File: config.mk
export PLATFORM = sky130hd
export DESIGN_NAME = rxres_ring_fetcher
export DESIGN_NICKNAME = d
export VERILOG_FILES = /design/src/rtl/rxres_pkg.sv /design/src/rtl/rxres_ctrl.sv /design/src/rtl/rxres_dpath.sv /design/src/rtl/rxres_ring_fetcher.sv
export SDC_FILE = /design/constraint.sdc
export NUM_CORES = 1
export LEC_CHECK = 0
export ABC_AREA = 1
export BUFFER_PORTS_ARGS = -buffer_cell sky130_fd_sc_hd__buf_2
export CORE_ASPECT_RATIO = 1.4
export CORE_MARGIN = 2
export CORE_UTILIZATION = 35
export CTS_BUF_LIST = sky130_fd_sc_hd__clkbuf_4 sky130_fd_sc_hd__clkbuf_8 sky130_fd_sc_hd__clkbuf_16
export DETAILED_ROUTE_END_ITERATION = 7
export GPL_TIMING_DRIVEN = 1
export PLACE_DENSITY = 0.71
export SETUP_SLACK_MARGIN = 0.5
export SYNTH_ARGS = -nofsm -noshare
export SYNTH_HDL_FRONTEND = slang
export SYNTH_HIERARCHICAL = 1
export SYNTH_SLANG_ARGS = --single-unit
File: constraint.sdc
create_clock -name clk -period 5.1 [get_ports clk]
set_clock_uncertainty 0.2 [all_clocks]
set_input_delay 1.02 -clock clk [delete_from_list [all_inputs] [get_ports clk]]
set_output_delay 1.02 -clock clk [all_outputs]
set_load 0.05 [all_outputs]
File: src/rtl/rxres_pkg.sv
package rxres_pkg;
  // descriptor layout: address low, address high, count low, count high
  localparam int DESC_WORDS = 4;
  localparam int IDX_W      = $clog2(DESC_WORDS);

  typedef enum logic [1:0] {
    ST_IDLE = 2'd0,
    ST_REQ  = 2'd1,
    ST_WAIT = 2'd2
  } fsmState_t;

  // strobes from control to datapath
  typedef struct packed {
    logic             capture;   // response word valid this cycle
    logic [IDX_W-1:0] idx;       // descriptor word being fetched
    logic             advance;   // last word captured, step the ring
    logic             loadPtr;   // software pointer load accepted
    logic             clearExh;  // exhaustion write-one-to-clear
  } strobe_t;
endpackage

File: src/rtl/rxres_ctrl.sv
module rxres_ctrl
  import rxres_pkg::*;
(
  input  logic    clk,
  input  logic    rstN,
  input  logic    cmdFetch,
  input  logic    exhClr,
  input  logic    ptrLoad,
  input  logic    memRspValid,
  output logic    memReq,
  output logic    busy,
  output logic    cmdFlag,
  output strobe_t strobe
);
  fsmState_t        state;
  logic [IDX_W-1:0] idx;
  logic             queued;
  logic             cmdFlagQ;
  logic             trigger;
  logic             lastWord;

  assign trigger  = cmdFetch | exhClr;
  assign lastWord = (state == ST_WAIT) && memRspValid &&
                    (idx == IDX_W'(DESC_WORDS - 1));

  always_ff @(posedge clk) begin
    if (!rstN) begin
      state    <= ST_IDLE;
      idx      <= '0;
      queued   <= 1'b0;
      cmdFlagQ <= 1'b0;
    end else begin
      if (cmdFetch)
        cmdFlagQ <= 1'b1;
      else if (lastWord && !queued)
        cmdFlagQ <= 1'b0;

      case (state)
        ST_IDLE: begin
          if (trigger) begin
            state <= ST_REQ;
            idx   <= '0;
          end
        end
        ST_REQ: state <= ST_WAIT;
        ST_WAIT: begin
          if (memRspValid) begin
            if (lastWord) begin
              if (queued || trigger) begin
                state <= ST_REQ;
                idx   <= '0;
              end else begin
                state <= ST_IDLE;
              end
            end else begin
              idx   <= idx + 1'b1;
              state <= ST_REQ;
            end
          end
        end
        default: state <= ST_IDLE;
      endcase

      if (lastWord)
        queued <= 1'b0;
      else if (state != ST_IDLE && trigger)
        queued <= 1'b1;
    end
  end

  assign memReq  = (state == ST_REQ);
  assign busy    = (state != ST_IDLE);
  assign cmdFlag = cmdFlagQ;

  always_comb begin
    strobe.capture  = (state == ST_WAIT) && memRspValid;
    strobe.idx      = idx;
    strobe.advance  = lastWord;
    strobe.loadPtr  = ptrLoad && (state == ST_IDLE);
    strobe.clearExh = exhClr;
  end
endmodule

File: src/rtl/rxres_dpath.sv
module rxres_dpath
  import rxres_pkg::*;
#(
  parameter int PTR_W   = 16,
  parameter int UPPER_W = 16,
  parameter int WORD_W  = 16
) (
  input  logic                       clk,
  input  logic                       rstN,
  input  strobe_t                    strobe,
  input  logic                       wideMode,
  input  logic [PTR_W-1:0]           ringStart,
  input  logic [PTR_W-1:0]           ringEnd,
  input  logic [PTR_W-1:0]           ringWrPtr,
  input  logic [UPPER_W-1:0]         upperAddr,
  input  logic [PTR_W-1:0]           ptrLoadVal,
  input  logic [WORD_W-1:0]          memRspData,
  output logic [UPPER_W+PTR_W-1:0]   memAddr,
  output logic [PTR_W-1:0]           rdPtr,
  output logic [2*WORD_W-1:0]        bufAddr,
  output logic [2*WORD_W-1:0]        bufWords,
  output logic                       exhausted
);
  localparam int ADDR_W      = UPPER_W + PTR_W;
  localparam int NARROW_STEP = DESC_WORDS * WORD_W / 8;
  localparam int WIDE_STEP   = 2 * NARROW_STEP;

  logic [PTR_W-1:0]  rdPtrQ;
  logic [PTR_W-1:0]  stepSz;
  logic [PTR_W-1:0]  advPtr;
  logic [PTR_W-1:0]  nextPtr;
  logic [IDX_W+1:0]  byteOff;
  logic              exhQ;
  logic [WORD_W-1:0] descWord [DESC_WORDS];

  // word offset inside the descriptor: 2 bytes narrow, 4 bytes wide
  assign byteOff = wideMode ? {strobe.idx, 2'b00} : {1'b0, strobe.idx, 1'b0};
  assign memAddr = {upperAddr, rdPtrQ} + ADDR_W'(byteOff);

  assign stepSz  = wideMode ? PTR_W'(WIDE_STEP) : PTR_W'(NARROW_STEP);
  assign advPtr  = rdPtrQ + stepSz;
  assign nextPtr = (advPtr == ringEnd) ? ringStart : advPtr;

  for (genvar g = 0; g < DESC_WORDS; g++) begin : gen_word
    always_ff @(posedge clk) begin
      if (!rstN)
        descWord[g] <= '0;
      else if (strobe.capture && strobe.idx == IDX_W'(g))
        descWord[g] <= memRspData;
    end
  end

  always_ff @(posedge clk) begin
    if (!rstN) begin
      rdPtrQ <= '0;
      exhQ   <= 1'b0;
    end else begin
      if (strobe.loadPtr)
        rdPtrQ <= ptrLoadVal;
      else if (strobe.advance)
        rdPtrQ <= nextPtr;

      if (strobe.advance && nextPtr == ringWrPtr)
        exhQ <= 1'b1;
      else if (strobe.clearExh)
        exhQ <= 1'b0;
    end
  end

  assign rdPtr     = rdPtrQ;
  assign exhausted = exhQ;
  assign bufAddr   = {descWord[1], descWord[0]};
  assign bufWords  = {descWord[3], descWord[2]};
endmodule

File: src/rtl/rxres_ring_fetcher.sv
module rxres_ring_fetcher
  import rxres_pkg::*;
#(
  parameter int PTR_W   = 16,
  parameter int UPPER_W = 16,
  parameter int WORD_W  = 16
) (
  input  logic                     clk,
  input  logic                     rstN,
  input  logic                     cmdFetch,
  input  logic                     exhClr,
  input  logic                     wideMode,
  input  logic [PTR_W-1:0]         ringStart,
  input  logic [PTR_W-1:0]         ringEnd,
  input  logic [PTR_W-1:0]         ringWrPtr,
  input  logic [UPPER_W-1:0]       upperAddr,
  input  logic                     ptrLoad,
  input  logic [PTR_W-1:0]         ptrLoadVal,
  output logic                     memReq,
  output logic [UPPER_W+PTR_W-1:0] memAddr,
  input  logic                     memRspValid,
  input  logic [WORD_W-1:0]        memRspData,
  output logic [PTR_W-1:0]         rdPtr,
  output logic [2*WORD_W-1:0]      bufAddr,
  output logic [2*WORD_W-1:0]      bufWords,
  output logic                     exhausted,
  output logic                     cmdFlag,
  output logic                     busy
);
  strobe_t strobe;

  rxres_ctrl u_ctrl (
    .clk        (clk),
    .rstN       (rstN),
    .cmdFetch   (cmdFetch),
    .exhClr     (exhClr),
    .ptrLoad    (ptrLoad),
    .memRspValid(memRspValid),
    .memReq     (memReq),
    .busy       (busy),
    .cmdFlag    (cmdFlag),
    .strobe     (strobe)
  );

  rxres_dpath #(
    .PTR_W  (PTR_W),
    .UPPER_W(UPPER_W),
    .WORD_W (WORD_W)
  ) u_dpath (
    .clk       (clk),
    .rstN      (rstN),
    .strobe    (strobe),
    .wideMode  (wideMode),
    .ringStart (ringStart),
    .ringEnd   (ringEnd),
    .ringWrPtr (ringWrPtr),
    .upperAddr (upperAddr),
    .ptrLoadVal(ptrLoadVal),
    .memRspData(memRspData),
    .memAddr   (memAddr),
    .rdPtr     (rdPtr),
    .bufAddr   (bufAddr),
    .bufWords  (bufWords),
    .exhausted (exhausted)
  );
endmodule

======== After elaboration in Yosys (flattened, before gate mapping) ========
Memories as Yosys holds them, arrays and structs flattened.
Index checks and enable logic that the tools add are counted.
operators by class
  $add $sub $neg .......................... 3
  equal/unequal tests ..................... 10
  mux-type cells .......................... 36
  bitwise operators ....................... 6
  reduce and logical (&&, ||, !) cells .... 21
operator list
  kind                 number
  $mux 16              7
  $add 32x4->32        1
  $eq 16x16->1         2
  $mux 1               19
  $add 16x16->16       1
  $mux 2               6
  $reduce_bool 2->1    5
  $logic_and 1x1->1    9
  $eq 2x2->1 const B   3
  $pmux 2 s3           1
  $mux 5               1
  $or 1x1->1           5
  $eq 2x1->1 const B   2
  $logic_not 2->1      2
  $mux 4               1
  $pmux 2 s2           1
  $reduce_and 4->1     1
  $ne 3x3->1 const B   1
  $add 2x1->2 const B  1
  $ne 2x1->1 const B   1
  $ne 2x2->1 const B   1
  $reduce_and 2->1     1
  $reduce_or 2->1      1
  $logic_not 1->1      1
  other kinds (2)      2
word-level totals
  register bits after elaboration ......... 23
  bits in writable memories ............... 64
  input bits .............................. 103
  output and inout bits ................... 116
  word-level logic and storage cells ...... 83
  memories kept ........................... 1
memory list
  memory            depth  width  rd ports  clocked after Yosys merged registers in  wr ports  line               source
  u_dpath.descWord  4      16     4         0                                        4         rxres_dpath.sv:34  logic [WORD_W-1:0] descWord [DESC_WORDS];

======== Logic depth before layout (Yosys ltp) ========
  depth in word-level cells ............... 7
  mapped depth ............................ 24
  depth with buffers taken out ............ 23

======== Hierarchy ========
Netlist, hierarchy kept.
modules (own cells, without submodules)
  module       instances  cells an instance  area each (um^2)
  rxres_dpath  1          645                5061.1
  rxres_ctrl   1          55                 349.1

======== Worst setup path before layout ========
Ideal clock, no wire load.
  path type ............................... input to output
  from .................................... input port wideMode
  to ...................................... output port memAddr[31]
  arrival time ............................ 4.150 ns
  path slack .............................. -0.270 ns
  cell stages on the path ................. 17
  path buffers ............................ 0
  path through ............................ nor2_1 ha_1 inv_1 fa_1 nor2_1 o21ai_1 nor2_2 nand2_1 nor3_2 nand4_1 nor3b_2 nand3_1 nor2_1 nand2_1 nor2_1 nand2_1 xnor2_1
on the way
  word-level cells in the longest chain between the ends .. 2
RTL lines
  element        line                      source
  from (decl)    rxres_ring_fetcher.sv:12  input logic wideMode,
  $mux 4         rxres_dpath.sv:37         assign byteOff = wideMode ? {strobe.idx, 2'b00} : {1'b0, strobe.idx, 1'b0};
  $add 32x4->32  rxres_dpath.sv:38         assign memAddr = {upperAddr, rdPtrQ} + ADDR_W'(byteOff);
  to (decl)      rxres_ring_fetcher.sv:20  output logic [UPPER_W+PTR_W-1:0] memAddr,
No other way between the ends.

======== Worst setup path after layout ========
  from .................................... input port wideMode
  to ...................................... output port memAddr[29]
The elaborated chain is that of the path after synthesis.

==> results.md <==
Die:
- The area inside the core boundary is about 15000 um^2.
- The floorplan step defined a die boundary enclosing between 15000 and 20000 um^2.
- The horizontal die dimension is around 110 um.
- The effective utilization at floorplan is 0.3594.
- The number of top-level pins is between 200 and 250.
- Row generation in the floorplan step produced 53 rows.
- Measured along the y axis, the die boundary spans 151.1 um.

Pwr:
- The total leakage power is 4.019 nW.
- In this run the power spent charging and discharging nets is approximately 0.0007 W.
- The share of total power dissipated in combinational logic is 0.269.
- The switching share of total power is 0.3470.
- The clock share of power is 0.325.
- The share of total power dissipated in sequential elements is 0.406.
- The internal power of the cells is roughly 0.0013 W.
- Dividing total power by cell area gives a power density of around 250 nW/um^2.
- VDD sags by at most roughly 0.13 mV.

Global route:
- After global routing the overflow that remains totals 0.
- The met2 capacity usage during global routing is 0.4233.
- The combined global-route utilization of all metal layers is 0.2290.
- The via count of the first global-routing pass was approximately 5600.
- The number of antenna violations at the first check in global routing was 1.
- The met1 track utilization from global routing is 0.2331.
- The largest net degree at the start of global routing is 19.
- met2 is the most crowded layer.
- The first global-routing pass estimated around 28000 um of wire.
- For met3 alone, demand over resource in global routing was 0.04905.

Clocking:
- The total clock buffers created by CTS is 9.
- The CTS sink count is between 80 and 90.
- TritonCTS built the clock tree.
- Hold repair after CTS inserted 0 buffers.
- The clock insertion delay at the later pin of the skew report is ~0.33 ns.
- The tree is rooted in a clkbuf_16.
- In this run the number of H-tree levels came out at 3.
- No sink is reached through more buffers than the 2 on the longest clock path.
- After clock tree synthesis, the clock-pin slew on the worst setup and hold paths is around 0.070 ns.

Logic synthesis:
- The synthesized netlist contains 36 unique library cells.
- The number of flip-flops and latches in the synthesized netlist is 87.
- A synthesized cell averages slightly below 8 um^2.
- After synthesis, the cell types taking the most area are edfxtp_1 36%, nand2_1 13%, dfxtp_1 8.5%, nor2_1 7.8%, inv_1 6.0%.
- Of the synthesized area, sequential elements account for 0.4403.
- Counting every instance in the synthesized netlist gives 700.
- The cell taking the most area after synthesis is edfxtp_1.
- For this run, the number of Yosys warnings is 6.
- The fraction of registers with async set/reset is 0.
- The mapped netlist covers roughly 5400 um^2.
- The most used flip-flop cell after synthesis is edfxtp_1.
- The share of Yosys cell area claimed by the top area cell type is 0.3552.
- The synthesized design contains 64 enable-type register cells.
- The net count after synthesis is about 800.

Drt:
- The detailed router finished its first iteration with between 400 and 500 violations.
- The via count is around 6100.
- Summed over all layers, the routed wires come to 21260 um.
- The iteration count of the initial detailed-routing pass is 6.
- The per-cell routed wire length is 17.95 um.
- Dividing the detail-routed via count by the number of cells gives 5.170.
- The total DRC errors in the routed layout is 0.
- The detail route stage leaves a number of antenna-violating nets equal to 0.

Timing:
- The worst path needs ~5.1 ns of the cycle, external delays included.
- The final critical-path share of the clock period is 0.9964.
- The number of pins exceeding their max-slew limit in the final report is 0.
- The upper clock frequency limit is 0.1968 GHz.
- Headroom to the max-slew limit came out at 0.5232.
- Setup repair after global routing could not meet its margin everywhere.
- At the pin with the least slew margin, the transition time is 0.7130 ns.
- The final hold violation count is 0.
- The worst-case hold slack is approximately 0.28 ns.
- The final-report setup violation count is 0.

Finish:
- In the layout the commonest cells are 197 x buf_2, 178 x nand2_1, 102 x nor2_1.
- Measured on the finished design, the core utilization comes to 0.5438.
- The final layout contains approximately 1100 nets.
- Relative to the synthesized area, the layout overhead comes to 51.30%.
- Of the cells placed in the final design, the portion with a size suffix greater than 1 is 0.3952.
- The repair_antennas step left the layout with diodes totalling 0.
- The number of inserted filler cells in the final layout is approximately 1300.
- Leaving out fill and tap cells, the most frequent cell in the layout is buf_2.

Placed design:
- The weighted congestion at the end of routability-driven global placement is 0.9882.
- The number of buffers inserted by port buffering is 218.
- The HPWL after detailed placement is around 14000 um.

Worst setup path:
- The highest net fanout along the worst path is 4.
- STA classifies the critical path endpoint as a primary output.
- STA puts the critical path data arrival time at a little under 4 ns.
- The launching element type of the critical path is an input pin.
- The type of the worst setup path is in2out.
- STA puts the critical path data required time at between 3 and 4 ns.

Status:
- The flow ran to the end, and the final reports show no timing, DRC or antenna violations.

Hold path:
- In this run the worst hold path is classified as reg2reg.

Run:
- The tool flagged a number of max-cap violations equal to 0.
[final cells by class]
class,instances,area (um^2),area share
clock buffers,9,225.2,0.02751
clock inverters,7,71.32,0.008713
flip-flops and latches,87,2382,0.2910
inverters,89,336.6,0.04112
multi-input cells,504,2957,0.3612
well taps,192,240.2,0.02935
repair buffers,296,1973,0.2411
[cells by family (layout without fill, tap and decap cells)]
logic type	count (synthesis)	count (layout)	share of synthesized area
fa+ha+maj	8	8	0.02128
flops	87	87	0.4403
compound gates	30	30	0.03238
simple gates	435	435	0.3700
buf+inv	109	401	0.08187
xor+xnor	31	31	0.05412
[layer usage]
metal	vias up	wire, um
li1	2829	-
met1	2743	7122
met2	440	10760
met3	107	1980
met4	2	1384
met5	-	11
[critical path, cell delays in order]
cell	delay, ns
buf_8	0.11
nor2_4	0.09
ha_4	0.14
inv_2	0.03
fa_2	0.34
nor2_2	0.10
o21ai_2	0.07
nor2_2	0.16
nand2_2	0.11
nor3_4	0.16
nand4_1	0.16
nor3b_2	0.29
nand3_2	0.16
nor2_4	0.16
nand2_2	0.12
nor3b_4	0.29
xor2_4	0.17
buf_8	0.16
[path summary, 6_finish.rpt]
| check | startpoint | end | slack, ns | depth (start not counted) |
|---|---|---|---|---|
| worst max-delay path | wideMode | memAddr[29] | 0.02 | 18 |
| worst min-delay path | u_ctrl/cmdFlag | u_ctrl/cmdFlag | 0.28 | 2 |
| worst max register to register | u_dpath/rdPtr[3] | u_dpath/exhausted | 1.53 | 19 |
| worst min register to register | u_ctrl/cmdFlag | u_ctrl/cmdFlag | 0.28 | 2 |
[sequential cells by signal, indices dropped and copies added, names as in the netlist]
register           count
u_dpath/descWord      64
u_dpath/rdPtr         16
u_ctrl/idx             2
u_ctrl/state           2
u_ctrl/cmdFlag         1
u_ctrl/queued          1
u_dpath/exhausted      1
[power groups by stage]
| stage | clock, W | sequential, W | combinational (W) |
|---|---|---|---|
| floorplan | 0 | 0.000945 | 0.000247 |
| finish | 0.000662 | 0.000827 | 0.000547 |
| global route | 0.000714 | 0.000831 | 0.000578 |
| CTS | 0.000683 | 0.000826 | 0.000527 |
| detailed placement | 0 | 0.000841 | 0.000516 |
| global placement | 0 | 0.000841 | 0.000512 |
[synth_stat cells (2+ instances only)]
| master | number |
|---|---|
| nand3b_1 | 18 |
| buf_6 | 2 |
| xnor2_1 | 9 |
| o21ai_1 | 2 |
| edfxtp_1 | 64 |
| a21oi_1 | 5 |
| clkbuf_1 | 11 |
| nand2_2 | 14 |
| ha_1 | 6 |
| nand2_1 | 183 |
| buf_2 | 3 |
| nor2_2 | 4 |
| nand3_2 | 3 |
| nor2_1 | 113 |
| nand4_1 | 17 |
| nor3_2 | 3 |
| a31oi_1 | 16 |
| nor3_1 | 2 |
| xor2_1 | 20 |
| nor2_4 | 6 |
| or2_2 | 2 |
| buf_4 | 4 |
| nand3_1 | 64 |
| dfxtp_1 | 23 |
| clkinv_1 | 2 |
| fa_1 | 2 |
| nor3b_2 | 2 |
| inv_1 | 87 |
| o21ai_0 | 6 |
[through the flow]
step | std cells | area [um^2] | setup TNS (ns) | power (W) | setup slack [ns]
after detailed placement | 1110 | 7013 | -0.09459 | 0.001357 | -0.05033
after global placement | 1110 | 7013 | 0 | 0.001352 | 0.04885
after CTS | 1172 | 7786 | 0 | 0.002035 | 0.1665
after global routing | 1184 | 8185 | -0.2292 | 0.002123 | -0.07231
final | 1184 | 8185 | 0 | 0.002036 | 0.01819
after floorplan | 700 | 5640 | 0 | 0.001192 | 0.1290
[repair_timing]
| item | CTS | global route |
|---|---|---|
| hold endpoints to repair | 0 | 0 |
| setup buffers | 46 | 12 |
| resized for setup | 36 | 89 |
| endpoints found under the setup margin | 12 | 20 |
| pin swaps | 14 | 24 |
Power figures use the tool's default switching activity.
